==> src/rtl/svr_pkg.sv <==
// Shared types for the stereo volume ramp.
package svr_pkg;
    // Direction chosen by a level ramp on a frame strobe
    typedef enum logic [1:0] {
        DIR_HOLD = 2'd0,
        DIR_UP   = 2'd1,
        DIR_DOWN = 2'd2
    } ramp_dir_t;
endpackage

==> src/rtl/svr_level_ramp.sv <==
// Moves an actual level one code per frame toward the request, or toward
// zero while muted. Assumes frame_stb is a single-cycle pulse.
module svr_level_ramp
    import svr_pkg::*;
#(
    parameter int LVL_W = 10
) (
    input  logic             clk,
    input  logic             rst_n,
    input  logic             pwr_down,
    input  logic             frame_stb,
    input  logic [LVL_W-1:0] req,
    input  logic             mute,
    output logic [LVL_W-1:0] level
);
    logic [LVL_W-1:0] target;
    ramp_dir_t        dir;

    // Pick the effective target and the step direction
    always_comb begin
        target = mute ? '0 : req;
        if (target > level)      dir = DIR_UP;
        else if (target < level) dir = DIR_DOWN;
        else                     dir = DIR_HOLD;
    end

    // Step the actual level once per frame
    always_ff @(posedge clk) begin
        if (!rst_n || pwr_down) begin
            level <= '0;
        end else if (frame_stb) begin
            case (dir)
                DIR_UP:   level <= level + 1'b1;
                DIR_DOWN: level <= level - 1'b1;
                default:  level <= level;
            endcase
        end
    end

    AST_HOLD_NO_STB: assert property (@(posedge clk) disable iff (!rst_n)
        (!frame_stb && !pwr_down) |=> $stable(level));
    AST_ONE_STEP: assert property (@(posedge clk) disable iff (!rst_n)
        (frame_stb && !pwr_down) |=> (level == $past(level)
            || level == LVL_W'($past(level) + 1'b1)
            || level == LVL_W'($past(level) - 1'b1)));
    AST_MUTE_DOWN: assert property (@(posedge clk) disable iff (!rst_n)
        (frame_stb && !pwr_down && mute && level != '0)
            |=> level == LVL_W'($past(level) - 1'b1));
    AST_PD_CLEAR: assert property (@(posedge clk) disable iff (!rst_n)
        pwr_down |=> level == '0);
endmodule

==> src/rtl/svr_scaler.sv <==
// Registers in * level / 2^LVL_W on each frame strobe; the all-ones level is
// exact unity. Assumes level is the pre-update value for this frame.
module svr_scaler #(
    parameter int DATA_W = 24,
    parameter int LVL_W  = 10
) (
    input  logic              clk,
    input  logic              rst_n,
    input  logic              pwr_down,
    input  logic              frame_stb,
    input  logic [DATA_W-1:0] sample_in,
    input  logic [LVL_W-1:0]  level,
    output logic [DATA_W-1:0] sample_out
);
    localparam int PROD_W = DATA_W + LVL_W + 1;

    logic signed [PROD_W-1:0] prod;
    logic signed [PROD_W-1:0] shifted;
    logic        [DATA_W-1:0] scaled;

    // Signed multiply by the unsigned level and arithmetic shift
    always_comb begin
        prod    = PROD_W'($signed(sample_in)) * $signed({1'b0, level});
        shifted = prod >>> LVL_W;
        scaled  = (level == '1) ? sample_in : shifted[DATA_W-1:0];
    end

    // Capture the scaled word on the strobe
    always_ff @(posedge clk) begin
        if (!rst_n || pwr_down) sample_out <= '0;
        else if (frame_stb)     sample_out <= scaled;
    end

    AST_UNITY: assert property (@(posedge clk) disable iff (!rst_n)
        (frame_stb && !pwr_down && level == '1) |=> sample_out == $past(sample_in));
    AST_ZERO_LEVEL: assert property (@(posedge clk) disable iff (!rst_n)
        (frame_stb && !pwr_down && level == '0) |=> sample_out == '0);
    AST_OUT_STABLE: assert property (@(posedge clk) disable iff (!rst_n)
        (!frame_stb && !pwr_down) |=> $stable(sample_out));
endmodule

==> src/rtl/svr_zero_detect.sv <==
// Counts consecutive all-zero samples per frame and saturates; the flag is
// high once the count exceeds ZERO_FRAMES.
module svr_zero_detect #(
    parameter int DATA_W      = 24,
    parameter int ZERO_FRAMES = 1024
) (
    input  logic              clk,
    input  logic              rst_n,
    input  logic              pwr_down,
    input  logic              frame_stb,
    input  logic [DATA_W-1:0] sample_in,
    output logic              zero_flag
);
    localparam int SAT   = ZERO_FRAMES + 1;
    localparam int CNT_W = $clog2(SAT + 1);

    logic [CNT_W-1:0] cnt;

    // Count zero frames, clear on signal, stop at the saturation value
    always_ff @(posedge clk) begin
        if (!rst_n || pwr_down) begin
            cnt <= '0;
        end else if (frame_stb) begin
            if (sample_in != '0)          cnt <= '0;
            else if (cnt != CNT_W'(SAT))  cnt <= cnt + 1'b1;
        end
    end

    assign zero_flag = (cnt == CNT_W'(SAT));

    AST_CLEAR_ON_SIGNAL: assert property (@(posedge clk) disable iff (!rst_n)
        (frame_stb && sample_in != '0) |=> !zero_flag);
    AST_FLAG_STICKS: assert property (@(posedge clk) disable iff (!rst_n)
        (zero_flag && !pwr_down && (!frame_stb || sample_in == '0)) |=> zero_flag);
endmodule

==> src/rtl/stereo_vol_ramp.sv <==
// Stereo attenuator with per-frame level ramp, shared mute and zero flags.
// Assumes one frame_stb pulse per stereo frame carrying both samples.
module stereo_vol_ramp #(
    parameter int DATA_W      = 24,
    parameter int LVL_W       = 10,
    parameter int ZERO_FRAMES = 1024
) (
    input  logic              clk,
    input  logic              rst_n,
    input  logic              pwr_down,
    input  logic              frame_stb,
    input  logic [DATA_W-1:0] left_in,
    input  logic [DATA_W-1:0] right_in,
    input  logic [LVL_W-1:0]  req_left,
    input  logic [LVL_W-1:0]  req_right,
    input  logic              mute_pin,
    input  logic              mute_bit,
    output logic [DATA_W-1:0] left_out,
    output logic [DATA_W-1:0] right_out,
    output logic              zero_left,
    output logic              zero_right
);
    localparam int NCH = 2;

    logic              mute;
    logic [DATA_W-1:0] ch_in  [NCH];
    logic [DATA_W-1:0] ch_out [NCH];
    logic [LVL_W-1:0]  ch_req [NCH];
    logic [LVL_W-1:0]  ch_lvl [NCH];
    logic              ch_zero[NCH];

    // Either mute source silences both channels
    assign mute = mute_pin | mute_bit;

    assign ch_in[0]  = left_in;
    assign ch_in[1]  = right_in;
    assign ch_req[0] = req_left;
    assign ch_req[1] = req_right;

    for (genvar c = 0; c < NCH; c++) begin : g_ch
        svr_level_ramp #(.LVL_W(LVL_W)) u_ramp (
            .clk(clk), .rst_n(rst_n), .pwr_down(pwr_down),
            .frame_stb(frame_stb), .req(ch_req[c]), .mute(mute),
            .level(ch_lvl[c])
        );
        svr_scaler #(.DATA_W(DATA_W), .LVL_W(LVL_W)) u_scale (
            .clk(clk), .rst_n(rst_n), .pwr_down(pwr_down),
            .frame_stb(frame_stb), .sample_in(ch_in[c]),
            .level(ch_lvl[c]), .sample_out(ch_out[c])
        );
        svr_zero_detect #(.DATA_W(DATA_W), .ZERO_FRAMES(ZERO_FRAMES)) u_zero (
            .clk(clk), .rst_n(rst_n), .pwr_down(pwr_down),
            .frame_stb(frame_stb), .sample_in(ch_in[c]),
            .zero_flag(ch_zero[c])
        );
    end

    assign left_out   = ch_out[0];
    assign right_out  = ch_out[1];
    assign zero_left  = ch_zero[0];
    assign zero_right = ch_zero[1];

    AST_PD_OUTPUTS: assert property (@(posedge clk) disable iff (!rst_n)
        pwr_down |=> (left_out == '0 && right_out == '0 && !zero_left && !zero_right));
endmodule

==> config.mk <==
export PLATFORM = sky130hd
export DESIGN_NAME = stereo_vol_ramp
export DESIGN_NICKNAME = d
export VERILOG_FILES = /design/src/rtl/svr_pkg.sv /design/src/rtl/svr_level_ramp.sv /design/src/rtl/svr_scaler.sv /design/src/rtl/svr_zero_detect.sv /design/src/rtl/stereo_vol_ramp.sv
export SDC_FILE = /design/constraint.sdc
export NUM_CORES = 1
export LEC_CHECK = 0
export ABC_AREA = 1
export BUFFER_PORTS_ARGS = -buffer_cell sky130_fd_sc_hd__buf_4
export CAP_MARGIN = 5
export CELL_PAD_IN_SITES_DETAIL_PLACEMENT = 0
export CELL_PAD_IN_SITES_GLOBAL_PLACEMENT = 1
export CORE_MARGIN = 1
export CORE_UTILIZATION = 47
export DETAILED_ROUTE_END_ITERATION = 10
export GPL_TIMING_DRIVEN = 0
export HOLD_SLACK_MARGIN = 0.1
export PLACE_DENSITY = 0.89
export SETUP_SLACK_MARGIN = 0.5
export SYNTH_ARGS = -nofsm -noshare
export SYNTH_HDL_FRONTEND = slang
export SYNTH_SLANG_ARGS = --single-unit
export TNS_END_PERCENT = 5
==> constraint.sdc <==
create_clock -name clk -period 5.84 [get_ports clk]
set_input_delay 0 -clock clk [delete_from_list [all_inputs] [get_ports clk]]
set_output_delay 0 -clock clk [all_outputs]
set_load 0.01 [all_outputs]
# Word level (Yosys, flattened, before mapping)

Cells that the tools add are included.
Widths: inputs -> output; s select.

Add/subtract/negate cells: 6
$mul: 2
Div/mod/pow operators: 0
Magnitude comparators: 4
Equal/unequal tests: 10
Shift-type cells: 0
Mux-type cells: 14
Bitwise gates (word level): 1
Reduce and logical (&&, ||, !) cells: 12

Operators by type and width:

| cell                  | number |
|---|---|
| $mul 24x11->34        | 2 |
| $mux 24               | 2 |
| $reduce_bool 24->1    | 2 |
| $mux 11               | 4 |
| $pmux 10 s2           | 2 |
| $add 11x1->11 const B | 2 |
| $eq 11x11->1 const B  | 2 |
| $ne 11x11->1 const B  | 2 |
| $add 10x1->10 const B | 2 |
| $eq 10x10->1 const B  | 2 |
| $gt 10x10->1          | 2 |
| $lt 10x10->1          | 2 |
| $mux 10               | 2 |
| $sub 10x1->10 const B | 2 |
| $mux 2                | 4 |
| $reduce_and 2->1      | 4 |
| $reduce_bool 2->1     | 4 |
| $eq 2x1->1 const B    | 2 |
| $eq 2x2->1 const B    | 2 |
| $logic_not 1->1       | 1 |
| $logic_or 1x1->1      | 1 |
| $or 1x1->1            | 1 |

Register bits: 90
Bits in latches: 0
RAM bits: 0
Memory bits (read-only): 0
Input port bits: 74
Output and inout port bits: 50
Word-level logic and storage cells: 55
Memories kept: 0

# Longest topological paths before layout

Gate-level depths: netlist of run 1.

Depth after elaboration: 8
Mapped depth: 28

# Cells and area by module

Synthesis of run 1 repeated with hierarchy kept, for this count alone.

Cells, all modules: 3684
Area, all modules: 24900.1 um^2

By module, submodules not included:

| module                          | times used | cells an instance | area each (um^2) | seq. area each (um^2) |
|---|---|---|---|---|
| svr_scaler (g_ch[1].u_scale)    | 1          | 1541              | 10507.6          | 480.5 |
| svr_scaler (g_ch[0].u_scale)    | 1          | 1483              | 10202.3          | 480.5 |
| svr_zero_detect                 | 2          | 148               | 902.1            | 220.2 |
| svr_level_ramp (g_ch[1].u_ramp) | 1          | 181               | 1209.9           | 200.2 |
| svr_level_ramp (g_ch[0].u_ramp) | 1          | 180               | 1164.9           | 200.2 |
| stereo_vol_ramp                 | 1          | 3                 | 11.3             | 0.0 |

# Worst setup path before layout of run 1

Ideal clock, no wire load.

Kind: reg2reg
From: register g_ch[1].u_ramp.level[2]
To: register g_ch[1].u_scale.sample_out[21]
Setup time: 133 ps
Arrival time: 4685 ps
Data required time: 5707 ps
Slack: 1022 ps
Stages on the path, launching flop included: 26
Path buffers: 2
Period minus slack after synthesis: 4818 ps
Path through: dfxtp_1 -> buf_2 -> clkbuf_1 -> nand2_1 -> fa_1 -> fa_1 -> inv_1 -> fa_1 -> fa_1 -> inv_1 -> fa_1 -> inv_1 -> ha_1 -> nand2_1 -> inv_1 -> a21o_1 -> nand2_1 -> nand2_1 -> inv_1 -> nand2_2 -> nand2_1 -> nand2_1 -> nand2_1 -> nand3_1 -> nand2_1 -> a21oi_2

Word-level cells in the longest chain between the ends: 2
Elaborated cells between the ends (all ways): 3

Ends and longest elaborated chain:

| item                                                  | line                               | text |
|---|---|---|
| start: declaration                                    | svr_level_ramp.sv:14               | `output logic [LVL_W-1:0] level` |
| start signal: assignment                              | svr_level_ramp.sv:33               | `DIR_UP: level <= level + 1'b1;` |
| start signal: assignment                              | svr_level_ramp.sv:34               | `DIR_DOWN: level <= level - 1'b1;` |
| start signal: assignment                              | svr_level_ramp.sv:35               | `default: level <= level;` |
| $mul 24x11->34 / $eq 10x10->1 (equally long branches) | svr_scaler.sv:23, svr_scaler.sv:25 |  |
| $mux 24 (*)                                           | svr_scaler.sv:25                   | `scaled = (level == '1) ? sample_in : shifted[DATA_W-1:0];` |
| end signal: assignment                                | svr_scaler.sv:31                   | `else if (frame_stb) sample_out <= scaled;` |
| end: declaration                                      | svr_scaler.sv:13                   | `output logic [DATA_W-1:0] sample_out` |

Mark *: on every way between the ends. The rest lies on a longest branch, timed or not.
A chain may end at the register's enable or synchronous reset.

# Worst setup path in the final report of run 1

From: register g_ch[1].u_ramp.level[2]
To: register g_ch[1].u_scale.sample_out[6]

Same word-level chain as after synthesis.

==> results_tabular.tex, run 1 <==
\begin{tabular}{lr}
\hline
Metric & Value \\
\hline
\multicolumn{2}{l}{\textbf{Detailed routing}} \\
\quad 1st-pass router iterations & 6 \\
\quad DR WL/cell & 17.0 um \\
\quad Final routed DRC violation total & 0 \\
\quad Overall via count from detail\_route & 21600 \\
\quad Number of vias per cell & 5.02 \\
\quad Aggregate routed wire length & between 70 and 80 mm \\
\quad Violation count after the first detailed-routing iteration & 1559 \\
\quad DRT antenna net count & 0 \\
\multicolumn{2}{l}{\textbf{Timing}} \\
\quad Count of final max-slew check failures & 0 \\
\quad Worst-case clock skew & 12.1 ps \\
\quad Min Tclk post-route & 5220 ps \\
\quad Number of endpoints with negative hold slack in the final report & 0 \\
\quad Worst max-slew margin expressed relative to the limit & 0.218 \\
\quad Worst path setup slack after routing & 617 ps \\
\quad Setup repair after global routing missed its margin & true \\
\quad Slew at the pin closest to its max-slew limit & around 1200 ps \\
\quad Fmax & 0.191 GHz \\
\quad Ratio of final minimum period to clock period & 0.894 \\
\quad Number of setup violations in the final report & 0 \\
\multicolumn{2}{l}{\textbf{Placed design}} \\
\quad Setup WS pre-CTS & -43.9 ps \\
\quad DP Cell Count & 4250 \\
\quad Post-DP HPWL & between 60 and 70 mm \\
\quad I/O Buffers & 121 \\
\quad Global placement routability congestion & 0.963 \\
\quad DP Area & 26000 sq um \\
\multicolumn{2}{l}{\textbf{Critical path}} \\
\quad Register-to-Register Setup Slack & 620 ps \\
\quad Crit end category & flip-flop \\
\quad Cell depth of the worst flop-to-flop path & 21 \\
\quad Maximum fanout along the worst path & 10 \\
\quad Worst setup path class & flip-flop to flip-flop \\
\quad Destination of the worst register-to-register timing path & g\_ch[1].u\_scale.sample\_out[6] \\
\quad Launch point of the critical path & g\_ch[1].u\_ramp.level[2] \\
\quad Critical Path Source Type & flip-flop \\
\quad Data arrival, critical path & 5440 ps \\
\quad Worst endpoint required time & $\sim$6000 ps \\
\quad Startpoint of the worst register-to-register path & g\_ch[1].u\_ramp.level[2] \\
\multicolumn{2}{l}{\textbf{Synth}} \\
\quad Cells after synthesis & 3457 \\
\quad Synthesis warning total & 0 \\
\quad Largest cells by area after synthesis & sky130\_fd\_sc\_hd\_\_fa\_1 34\%, sky130\_fd\_sc\_hd\_\_inv\_1 15\%, sky130\_fd\_sc\_hd\_\_nand2\_1 14\% \\
\quad Post-Synthesis Net Count & 4125 \\
\quad Synth Register Bits & 90 \\
\quad Mean instance size in the synthesized netlist & 7.01 sq um \\
\quad EDFF count, synth & 0 \\
\quad Fraction of registers with async set or reset after synthesis & 0 \\
\quad Post-synthesis instance area & 24200 sq um \\
\quad Fraction of synthesized cell area taken by the top area cell type & 0.340 \\
\quad Cell taking the most area after synthesis & sky130\_fd\_sc\_hd\_\_fa\_1 \\
\quad Main flop type after synthesis & sky130\_fd\_sc\_hd\_\_dfxtp\_1 \\
\quad Seq/Total Area, Yosys & 0.0743 \\
\quad Number of distinct library cells after synthesis & 50 \\
\multicolumn{2}{l}{\textbf{Global route}} \\
\quad GR Overflow Total & 0 \\
\quad First-pass GRT wire length & approximately 120 mm \\
\quad Most used routing layer & met2 \\
\quad Met3 track demand over resource & 0.0675 \\
\quad Met1 usage & 0.421 \\
\quad Number of global-route vias before repair & 21500 \\
\quad Overall track demand over capacity in global routing & 0.288 \\
\quad Largest net degree at the start of global routing & 17 \\
\quad Antenna violations before repair & 0 \\
\quad Global Route met2 Usage & 0.426 \\
\multicolumn{2}{l}{\textbf{Clock network}} \\
\quad CTS clock-pin slew for the worst setup and hold paths & 70 ps \\
\quad Clock buffers created by TritonCTS & 9 \\
\quad Clk\_lat worst skew & 370 ps \\
\quad Clock Tree Root & sky130\_fd\_sc\_hd\_\_clkbuf\_16 \\
\quad H-tree levels & 3 \\
\quad Maximum clock path buffer count & 2 \\
\quad CTS Sinks & 90 \\
\quad TritonCTS clock tree & done \\
\multicolumn{2}{l}{\textbf{Final layout}} \\
\quad Number of fill cells & around 5100 \\
\quad Post-Layout Inst Area & 27600 sq um \\
\quad Most common library cell in the layout ignoring fill and taps & sky130\_fd\_sc\_hd\_\_inv\_1 \\
\quad Fraction of final layout cells sized beyond drive strength 1 & 0.120 \\
\quad Final layout net count & about 4300 \\
\quad Diodes inserted & 0 \\
\quad Area added between synthesis and finish & 13.8\% \\
\quad Post-route non-filler standard cell count & 4310 \\
\quad Commonest cells after routing, fill and taps aside & 933 x sky130\_fd\_sc\_hd\_\_inv\_1, 854 x sky130\_fd\_sc\_hd\_\_nand2\_1, 408 x sky130\_fd\_sc\_hd\_\_fa\_1, 185 x sky130\_fd\_sc\_hd\_\_a21oi\_1, 166 x sky130\_fd\_sc\_hd\_\_nor2\_1 \\
\multicolumn{2}{l}{\textbf{Floorplan}} \\
\quad Die area & roughly 52000 sq um \\
\quad Starting density of the core & 0.480 \\
\quad Vertical extent of the die & approximately 230 um \\
\quad Core area & 50500 sq um \\
\quad Cell row count & 82 \\
\quad Overall die width & 229 um \\
\quad I/O pin count & 124 \\
\multicolumn{2}{l}{\textbf{Min path}} \\
\quad Class of the tightest hold or removal check & input port to flip-flop \\
\quad Count of cells along the worst hold path & 5 \\
\quad Startpoint of the tightest hold check path & left\_in[17] \\
\quad Worst Hold Path EP & g\_ch[0].u\_scale.sample\_out[17] \\
\multicolumn{2}{l}{\textbf{Power}} \\
\quad Static Leakage & 15.5 nW \\
\quad Pwr Density & 224 nW/um\^{}2 \\
\quad Worst VDD drop & 0.150 mV \\
\multicolumn{2}{l}{\textbf{Run status}} \\
\quad Run status & completed \\
\multicolumn{2}{l}{\textbf{Flow run}} \\
\quad Max-cap violations & 0 \\
\hline
\end{tabular}
[routing by layer]
layer,routed length [um],up-vias
li1,-,10500
met2,31100,699
met4,1800,0
met1,33500,10300
met5,0,-
met3,6810,84
[power by group]
part | internal [W] | switching (W)
clock | 0.000382 | 0.000274
combinational | 0.00178 | 0.00300
sequential | 0.000681 | 0.0000712
total | 0.00285 | 0.00334
[cell usage after synthesis (3+ instances only)]
library cell and n:
sky130_fd_sc_hd__inv_1 937, sky130_fd_sc_hd__nand2_1 875, sky130_fd_sc_hd__fa_1 412, sky130_fd_sc_hd__a21oi_1 210
sky130_fd_sc_hd__nor2_1 194, sky130_fd_sc_hd__ha_1 182, sky130_fd_sc_hd__nand3_1 109, sky130_fd_sc_hd__clkbuf_1 101
sky130_fd_sc_hd__dfxtp_1 90, sky130_fd_sc_hd__o21ai_0 83, sky130_fd_sc_hd__xor2_1 32, sky130_fd_sc_hd__nand4_1 25
sky130_fd_sc_hd__nor3_1 23, sky130_fd_sc_hd__nand2_2 17, sky130_fd_sc_hd__buf_4 14, sky130_fd_sc_hd__buf_2 13
sky130_fd_sc_hd__xnor2_1 12, sky130_fd_sc_hd__a21oi_2 10, sky130_fd_sc_hd__o21ai_1 10, sky130_fd_sc_hd__nand3_2 9
sky130_fd_sc_hd__o21bai_1 9, sky130_fd_sc_hd__buf_6 8, sky130_fd_sc_hd__inv_2 7, sky130_fd_sc_hd__nand3b_1 7
sky130_fd_sc_hd__nor3_2 7, sky130_fd_sc_hd__nor4_1 7, sky130_fd_sc_hd__o211ai_1 6, sky130_fd_sc_hd__a21o_1 5
sky130_fd_sc_hd__nand2_4 4, sky130_fd_sc_hd__a211oi_1 3, sky130_fd_sc_hd__nor2_2 3, sky130_fd_sc_hd__nor4_2 3
sky130_fd_sc_hd__o211ai_2 3, sky130_fd_sc_hd__o21a_1 3, sky130_fd_sc_hd__or2_1 3
[registers in the layout, indices dropped and copies added, names as in the netlist]
register,count
g_ch.u_ramp.level,20
g_ch.u_scale.sample_out,48
g_ch.u_zero.cnt,22
[worst max-delay path, cell delays in order (launching register included)]
cell and delay, ps:
sky130_fd_sc_hd__dfxtp_2 350, sky130_fd_sc_hd__buf_8 160, sky130_fd_sc_hd__clkbuf_8 190, sky130_fd_sc_hd__nand2_1 80
sky130_fd_sc_hd__fa_1 500, sky130_fd_sc_hd__fa_1 520, sky130_fd_sc_hd__inv_1 60, sky130_fd_sc_hd__fa_1 460
sky130_fd_sc_hd__fa_1 520, sky130_fd_sc_hd__inv_1 60, sky130_fd_sc_hd__fa_1 490, sky130_fd_sc_hd__inv_1 50
sky130_fd_sc_hd__ha_1 350, sky130_fd_sc_hd__a21oi_1 250, sky130_fd_sc_hd__o21ai_1 150, sky130_fd_sc_hd__a21oi_1 240
sky130_fd_sc_hd__nand2_2 160, sky130_fd_sc_hd__buf_4 170, sky130_fd_sc_hd__nand2_1 50, sky130_fd_sc_hd__nand3_1 80
sky130_fd_sc_hd__o211ai_1 100, sky130_fd_sc_hd__a21oi_1 80
[cell families after synthesis]
kind of cell	after synthesis	synth area share
flip-flops	90	0.0743
AND/OR/NAND/NOR	1294	0.224
XOR/XNOR	44	0.0159
AO/OA/AOI/OAI	350	0.0785
adder cells (fa/ha/maj)	594	0.434
buffers and inverters	1085	0.173
[repair_timing]
| item | CTS | global route |
|---|---|---|
| gates resized for setup | 67 | 294 |
| hold buffers | 31 | 0 |
| pin swaps | 0 | 14 |
| endpoints found under the setup margin | 48 | 47 |
| buffers inserted | 0 | 13 |
| hold endpoints to repair | 32 | 0 |
[how the worst max path moves through the flow]
stage,end,slack [ps],depth (start not counted)
after detailed placement,g_ch[1].u_scale.sample_out[16],-40,20
final,g_ch[1].u_scale.sample_out[6],620,21
after global routing,g_ch[1].u_scale.sample_out[10],410,23
after CTS,g_ch[0].u_scale.sample_out[9],450,24
after global placement,g_ch[1].u_scale.sample_out[16],-80,20
after floorplan,g_ch[1].u_scale.sample_out[21],1020,25
[through the flow]
stage	TNS, ps	utilization	total power (W)	hold WS, ps
after floorplan	0	-	0.00381	209
after global placement	-77.3	0.515	0.00502	367
after detailed placement	-43.9	0.515	0.00505	368
after CTS	0	0.530	0.00578	102
after global routing	0	0.547	0.00687	120
final	0	0.547	0.00619	110
[final cells by class]
| class | instances | area (sq um) | area share |
|---|---|---|---|
| flip-flops and latches | 90 | 1810 | 0.0655 |
| clock inverters | 6 | 98.8 | 0.00358 |
| well taps | 672 | 841 | 0.0305 |
| multi-input cells | 2282 | 18800 | 0.680 |
| plain buffers | 138 | 985 | 0.0357 |
| repair buffers | 165 | 1320 | 0.0477 |
| inverters | 947 | 3560 | 0.129 |
| clock buffers | 10 | 229 | 0.00830 |
No activity file was read; power rests on OpenSTA's default activity.
==> inputs of run 2 (changes only) <==
- CORE_UTILIZATION: 47 -> 48
- CTS_BUF_LIST: unset -> sky130_fd_sc_hd__clkbuf_8
- PLACE_DENSITY: 0.89 -> 0.91
==> results_tabular.tex, run 2 (same netlist as run 1, synthesis figures left out) <==
\begin{tabular}{lr}
\hline
Metric & Value \\
\hline
\multicolumn{2}{l}{\textbf{Global route}} \\
\quad Met3 track demand over resource & 0.0711 \\
\quad Global Route met2 Usage & 0.429 \\
\quad Most used routing layer & met2 \\
\quad Antenna violations before repair & 0 \\
\quad Met1 usage & 0.420 \\
\quad First-pass GRT wire length & 113 mm \\
\quad GR Overflow Total & 0 \\
\quad Largest net degree at the start of global routing & 19 \\
\quad Overall track demand over capacity in global routing & 0.287 \\
\quad Number of global-route vias before repair & 21100 \\
\multicolumn{2}{l}{\textbf{Final layout}} \\
\quad Diodes inserted & 0 \\
\quad Biggest registers after layout & g\_ch.u\_scale.sample\_out (48), g\_ch.u\_zero.cnt (22), g\_ch.u\_ramp.level (20) \\
\quad Flip-flop count of the largest register, all copies and words added & 48 \\
\quad Area added between synthesis and finish & 13.4\% \\
\quad Post-Layout Inst Area & roughly 27000 sq um \\
\quad Register cell area after layout & 1810 sq um \\
\quad Fraction of the core area covered by cells at the end of the flow & 0.557 \\
\quad Commonest cells after routing, fill and taps aside & 934 x sky130\_fd\_sc\_hd\_\_inv\_1, 861 x sky130\_fd\_sc\_hd\_\_nand2\_1, 408 x sky130\_fd\_sc\_hd\_\_fa\_1, 189 x sky130\_fd\_sc\_hd\_\_a21oi\_1, 174 x sky130\_fd\_sc\_hd\_\_nor2\_1 \\
\quad Post-route non-filler standard cell count & about 4300 \\
\quad Area of the multi-input gates & 18700 sq um \\
\quad Fraction of final layout cells sized beyond drive strength 1 & 0.117 \\
\quad Most common library cell in the layout ignoring fill and taps & sky130\_fd\_sc\_hd\_\_inv\_1 \\
\quad Number of fill cells & approximately 4800 \\
\quad Final layout net count & 4317 \\
\quad Top reg by flops & g\_ch.u\_scale.sample\_out \\
\multicolumn{2}{l}{\textbf{Min path}} \\
\quad Class of the tightest hold or removal check & input port to flip-flop \\
\quad Count of cells along the worst hold path & 4 \\
\multicolumn{2}{l}{\textbf{Critical path}} \\
\quad Delay of the slowest cell on the worst path & $\sim$530 ps \\
\quad Setup crit end & g\_ch[1].u\_scale.sample\_out[19] \\
\quad Crit end category & flip-flop \\
\quad Data arrival, critical path & 5480 ps \\
\quad Maximum fanout along the worst path & 10 \\
\quad CP delay by family, top & adder cells \\
\quad Launch point of the critical path & g\_ch[1].u\_ramp.level[2] \\
\quad Critical Path Source Type & flip-flop \\
\quad Startpoint of the worst register-to-register path & g\_ch[1].u\_ramp.level[2] \\
\quad Destination of the worst register-to-register timing path & g\_ch[1].u\_scale.sample\_out[19] \\
\quad Cell Chain, Critical Path & buf\_8, buf\_6, nand2\_1, fa\_1, fa\_1, inv\_1, fa\_1, fa\_1, inv\_1, fa\_1, inv\_1, ha\_2, a21oi\_1, o21ai\_2, a21oi\_1, nand2\_1, nand3\_1, nand2\_1, nand2\_1, nand3\_1, nand2\_1, a21oi\_1 \\
\quad Slowest cell on the critical path & sky130\_fd\_sc\_hd\_\_fa\_1 \\
\quad Cell depth of the worst flop-to-flop path & 22 \\
\quad Worst endpoint required time & 6110 ps \\
\quad Register-to-Register Setup Slack & 630 ps \\
\quad Number of buffers and inverters on the critical path & 5 \\
\quad Total number of cells along the worst setup path & 22 \\
\quad Worst setup path class & flip-flop to flip-flop \\
\multicolumn{2}{l}{\textbf{Floorplan}} \\
\quad Overall die width & 227 um \\
\quad Die area & 51400 sq um \\
\quad I/O pin count & 124 \\
\quad Core area & approximately 49000 sq um \\
\quad Vertical extent of the die & 227 um \\
\quad Cell row count & 81 \\
\quad Starting density of the core & 0.491 \\
\multicolumn{2}{l}{\textbf{Flow run}} \\
\quad Max-cap violations & 0 \\
\multicolumn{2}{l}{\textbf{Detailed routing}} \\
\quad Overall via count from detail\_route & between 20000 and 25000 \\
\quad 1st-pass router iterations & 7 \\
\quad Violation count after the first detailed-routing iteration & approximately 1700 \\
\quad DRT antenna net count & 0 \\
\quad Final routed DRC violation total & 0 \\
\quad Aggregate routed wire length & roughly 72 mm \\
\quad Number of vias per cell & 5.05 \\
\quad DR WL/cell & 16.6 um \\
\multicolumn{2}{l}{\textbf{Timing}} \\
\quad Worst hold slack after final layout & 130 ps \\
\quad Worst-case clock skew & between 15 and 20 ps \\
\quad Number of endpoints with negative hold slack in the final report & 0 \\
\quad Count of final max-slew check failures & 0 \\
\quad Number of setup violations in the final report & 0 \\
\quad Fmax & 0.192 GHz \\
\quad Min Tclk post-route & approximately 5200 ps \\
\quad Ratio of final minimum period to clock period & 0.892 \\
\quad Setup repair after global routing missed its margin & true \\
\quad Worst max-slew margin expressed relative to the limit & 0.202 \\
\quad Final TNS setup & 0 ps \\
\quad Slew at the pin closest to its max-slew limit & 1190 ps \\
\multicolumn{2}{l}{\textbf{Placed design}} \\
\quad DP Cell Count & 4242 \\
\quad DP Area & 26000 sq um \\
\quad Post-DP HPWL & approximately 60 mm \\
\quad Global placement routability congestion & 0.959 \\
\quad I/O Buffers & 121 \\
\multicolumn{2}{l}{\textbf{Power}} \\
\quad Worst VDD drop & 0.137 mV \\
\quad Pwr Density & between 200 and 250 nW/um\^{}2 \\
\quad Static Leakage & 15.5 nW \\
\multicolumn{2}{l}{\textbf{Clock network}} \\
\quad TritonCTS clock tree & done \\
\quad Clock buffers created by TritonCTS & 9 \\
\quad CTS Sinks & 90 \\
\quad Clock Tree Root & sky130\_fd\_sc\_hd\_\_clkbuf\_8 \\
\quad Clk\_lat worst skew & 420 ps \\
\quad CTS clock-pin slew for the worst setup and hold paths & about 110 ps \\
\quad H-tree levels & 3 \\
\quad Maximum clock path buffer count & 2 \\
\multicolumn{2}{l}{\textbf{Run status}} \\
\quad Run status & completed \\
\hline
\end{tabular}
[run 2: per-layer routing]
| layer | part of all wire | wire, um |
|---|---|---|
| met3 | 0.090 | 6460 |
| met2 | 0.43 | 30500 |
| met1 | 0.47 | 33400 |
| met4 | 0.016 | 1140 |
| met5 | 0 | 0 |
[run 2: worst min-delay path by stage]
stage                start  slack [ps]                       endpoint
2_1_floorplan   left_in[3]         210  g_ch[0].u_scale.sample_out[3]
3_3_place_gp   right_in[2]         340  g_ch[1].u_scale.sample_out[2]
3_5_place_dp   right_in[2]         360  g_ch[1].u_scale.sample_out[2]
4_1_cts        right_in[5]         100  g_ch[1].u_scale.sample_out[5]
5_1_grt         left_in[0]         130  g_ch[0].u_scale.sample_out[0]
6_report        left_in[0]         130  g_ch[0].u_scale.sample_out[0]
[run 2: what timing repair did]
action / in CTS / in global routing
endpoints found under the setup margin: 48 / 46
resized for setup: 64 / 272
endpoints found under the hold margin: 59 / 0
pin swaps: 0 / 11
cloned: 0 / 1
buffers inserted: 0 / 13
hold buffers: 46 / 0
[run 2: stage by stage]
| stage | worst slack, ps | power [W] |
|---|---|---|
| 2_1_floorplan | 1020 | 0.00381 |
| 3_3_place_gp | 44.8 | 0.00499 |
| 3_5_place_dp | 42.5 | 0.00502 |
| 4_1_cts | 454 | 0.00558 |
| 5_1_grt | 434 | 0.00655 |
| 6_report | 630 | 0.00590 |
[run 2: final cells by class]
cell class                 instances  area share
clock buffer                       9     0.00451
inverter                         947       0.129
sequential                        90      0.0659
multi-input combinational       2282       0.679
clock inverter                     7     0.00346
buffer                           138      0.0342
timing repair buffer             181      0.0535
tap                              664      0.0302
[run 2: tightest hold or removal path, delay by kind of cell]
family          cells  cell delay (ps)
buf+inv             2              270
compound gates      2              230
[run 2: power breakdown]
| group | internal (W) | switching, W |
|---|---|---|
| Clock | 0.000210 | 0.000276 |
| Sequential | 0.000680 | 0.0000744 |
| Combinational | 0.00174 | 0.00292 |
| Total | 0.00263 | 0.00327 |
==> inputs of run 3 (changes only) <==
- CORE_ASPECT_RATIO: unset -> 1.25
- clock period: 5.84 -> 5.6 ns (I/O delays scaled with it)
==> results_tabular.tex, run 3 (same netlist as run 1, synthesis figures left out) <==
\begin{tabular}{lr}
\hline
Metric & Value \\
\hline
\multicolumn{2}{l}{\textbf{Run status}} \\
\quad Run status & completed \\
\multicolumn{2}{l}{\textbf{Critical path}} \\
\quad Worst endpoint required time & 5900 ps \\
\quad Startpoint of the worst register-to-register path & g\_ch[0].u\_ramp.level[4] \\
\quad Cell Chain, Critical Path & dlygate4sd3\_1, buf\_4, clkbuf\_1, nand2\_1, fa\_1, inv\_1, fa\_1, fa\_1, fa\_1, inv\_1, fa\_1, inv\_1, ha\_2, nand2\_2, nor2\_2, inv\_1, nor2\_2, nand3\_1, nand2\_1, nor2\_1, o21ai\_1, a21oi\_1 \\
\quad Register-to-Register Setup Slack & 530 ps \\
\quad Destination of the worst register-to-register timing path & g\_ch[0].u\_scale.sample\_out[22] \\
\quad Cell depth of the worst flop-to-flop path & 22 \\
\quad Worst setup path class & input port to flip-flop \\
\quad Crit end category & flip-flop \\
\quad Critical Path Source Type & input port \\
\quad Data arrival, critical path & 5370 ps \\
\quad Slowest cell on the critical path & sky130\_fd\_sc\_hd\_\_fa\_1 \\
\quad Delay of the slowest cell on the worst path & 560 ps \\
\quad Number of buffers and inverters on the critical path & 7 \\
\quad Launch point of the critical path & right\_in[19] \\
\quad Cell with the most instances on the worst path & sky130\_fd\_sc\_hd\_\_fa\_1 \\
\quad CP delay by family, top & adder cells \\
\quad Maximum fanout along the worst path & 10 \\
\multicolumn{2}{l}{\textbf{Clock network}} \\
\quad Maximum clock path buffer count & 2 \\
\quad Clock Tree Root & sky130\_fd\_sc\_hd\_\_clkbuf\_8 \\
\quad Clk\_lat worst skew & between 400 and 500 ps \\
\quad CTS clock-pin slew for the worst setup and hold paths & 120 ps \\
\quad TritonCTS clock tree & done \\
\quad Clock buffers created by TritonCTS & 9 \\
\quad CTS Sinks & 90 \\
\quad H-tree levels & 3 \\
\multicolumn{2}{l}{\textbf{Global route}} \\
\quad Overall track demand over capacity in global routing & 0.302 \\
\quad Antenna violations before repair & 1 \\
\quad Largest net degree at the start of global routing & 20 \\
\quad GR Overflow Total & 0 \\
\quad Number of global-route vias before repair & 22700 \\
\quad First-pass GRT wire length & 119 mm \\
\multicolumn{2}{l}{\textbf{Detailed routing}} \\
\quad 1st-pass router iterations & 7 \\
\quad Final routed DRC violation total & 0 \\
\quad Detail Route met2 WL & 40.0 mm \\
\quad Uppermost layer routed & met4 \\
\quad Number of vias per cell & 5.11 \\
\quad Violation count after the first detailed-routing iteration & 1102 \\
\quad DRT antenna net count & 0 \\
\quad Wire length on met3 & 3.76 mm \\
\quad DR WL/cell & between 15 and 20 um \\
\quad Metal-1 WL & 28.9 mm \\
\quad Aggregate routed wire length & 77.2 mm \\
\quad Overall via count from detail\_route & 22200 \\
\multicolumn{2}{l}{\textbf{Floorplan}} \\
\quad Overall die width & 203 um \\
\quad Core area & 49600 sq um \\
\quad Vertical extent of the die & 253 um \\
\quad Die area & 51400 sq um \\
\quad Starting density of the core & 0.488 \\
\quad Cell row count & 91 \\
\quad I/O pin count & 124 \\
\multicolumn{2}{l}{\textbf{Final layout}} \\
\quad Flip-flop count of the largest register, all copies and words added & between 40 and 50 \\
\quad Biggest registers after layout & g\_ch.u\_scale.sample\_out (48), g\_ch.u\_zero.cnt (22), g\_ch.u\_ramp.level (20) \\
\quad Top reg by flops & g\_ch.u\_scale.sample\_out \\
\quad Post-Layout Inst Area & between 20000 and 30000 sq um \\
\quad Most common library cell in the layout ignoring fill and taps & sky130\_fd\_sc\_hd\_\_inv\_1 \\
\quad Area added between synthesis and finish & 19.2\% \\
\quad Fraction of the core area covered by cells at the end of the flow & 0.582 \\
\quad Final layout net count & 4357 \\
\quad Fraction of final layout cells sized beyond drive strength 1 & 0.157 \\
\quad Commonest cells after routing, fill and taps aside & 925 x sky130\_fd\_sc\_hd\_\_inv\_1, 831 x sky130\_fd\_sc\_hd\_\_nand2\_1, 397 x sky130\_fd\_sc\_hd\_\_fa\_1, 178 x sky130\_fd\_sc\_hd\_\_buf\_4, 169 x sky130\_fd\_sc\_hd\_\_a21oi\_1 \\
\quad Post-route non-filler standard cell count & $\sim$4300 \\
\multicolumn{2}{l}{\textbf{Placed design}} \\
\quad Global placement routability congestion & 0.984 \\
\quad Post-DP HPWL & between 60 and 70 mm \\
\quad I/O Buffers & 121 \\
\quad DP Area & 26000 sq um \\
\quad DP Cell Count & 4229 \\
\multicolumn{2}{l}{\textbf{Timing}} \\
\quad Ratio of final minimum period to clock period & 0.905 \\
\quad Count of final max-slew check failures & 0 \\
\quad Worst max-slew margin expressed relative to the limit & 0.331 \\
\quad Setup repair after global routing missed its margin & true \\
\quad Fmax & 0.197 GHz \\
\quad Number of setup violations in the final report & 0 \\
\quad Slew at the pin closest to its max-slew limit & 1000 ps \\
\quad Worst-case clock skew & 26.3 ps \\
\quad Number of endpoints with negative hold slack in the final report & 0 \\
\quad Final TNS setup & 0 ps \\
\quad Min Tclk post-route & a little over 5000 ps \\
\multicolumn{2}{l}{\textbf{Min path}} \\
\quad Startpoint of the tightest hold check path & left\_in[19] \\
\quad Count of cells along the worst hold path & 6 \\
\quad Class of the tightest hold or removal check & input port to flip-flop \\
\quad Worst Hold Path EP & g\_ch[0].u\_zero.cnt[1] \\
\multicolumn{2}{l}{\textbf{Power}} \\
\quad Pwr Density & 238 nW/um\^{}2 \\
\quad Static Leakage & $\sim$16 nW \\
\quad Total power after layout & 0.00687 W \\
\quad Worst VDD drop & 0.139 mV \\
\multicolumn{2}{l}{\textbf{Flow run}} \\
\quad Max-cap violations & 0 \\
\hline
\end{tabular}
-- run 3: layout make-up --
class / count / area (sq um)
Antenna cell: 1 / 2.50
Buffer: 138 / 1140
Clock buffer: 9 / 124
Clock inverter: 7 / 76.3
Fill cell: 4705 / 20700
Inverter: 947 / 3560
Multi-Input combinational cell: 2282 / 19500
Sequential cell: 90 / 1820
Tap cell: 651 / 815
Timing Repair Buffer: 221 / 1870
-- run 3: tightest hold or removal path: stages --
cell	delay, ps
sky130_fd_sc_hd__buf_4	110
sky130_fd_sc_hd__nor3_1	70
sky130_fd_sc_hd__nand3_2	180
sky130_fd_sc_hd__nor2_1	60
sky130_fd_sc_hd__nand2_1	50
sky130_fd_sc_hd__a21oi_1	50
-- run 3: power by group --
| part | total, W | internal, W | switching, W |
|---|---|---|---|
| Clock | 0.000516 | 0.000178 | 0.000338 |
| Sequential | 0.000773 | 0.000710 | 0.0000625 |
| Combinational | 0.00558 | 0.00220 | 0.00338 |
-- run 3: worst max path at each step --
stage,end,depth (start not counted)
2_1_floorplan,g_ch[1].u_scale.sample_out[21],25
3_3_place_gp,g_ch[0].u_scale.sample_out[23],21
3_5_place_dp,g_ch[0].u_scale.sample_out[21],22
4_1_cts,g_ch[1].u_scale.sample_out[23],23
5_1_grt,g_ch[0].u_scale.sample_out[20],23
6_report,g_ch[1].u_scale.sample_out[15],22
-- run 3: per-stage QoR --
stage	setup WS [ps]	hold slack (ps)
3_5_place_dp	-436	341
5_1_grt	352	136
2_1_floorplan	782	209
4_1_cts	473	105
6_report	529	134
3_3_place_gp	-411	339
-- run 3: what timing repair did --
action | 4_1_cts | 5_1_grt
setup buffers | 27 | 21
cloned | 1 | 3
hold endpoints to repair | 67 | 0
pin swaps | 25 | 71
resized for setup | 251 | 261
setup endpoints to repair | 48 | 47
hold buffers | 48 | 0
-- run 3: layer usage --
metal,vias up,GRT usage
met5,-,0
met4,0,0.166
met3,174,0.0216
met2,691,0.566
met1,10700,0.336
li1,10600,-
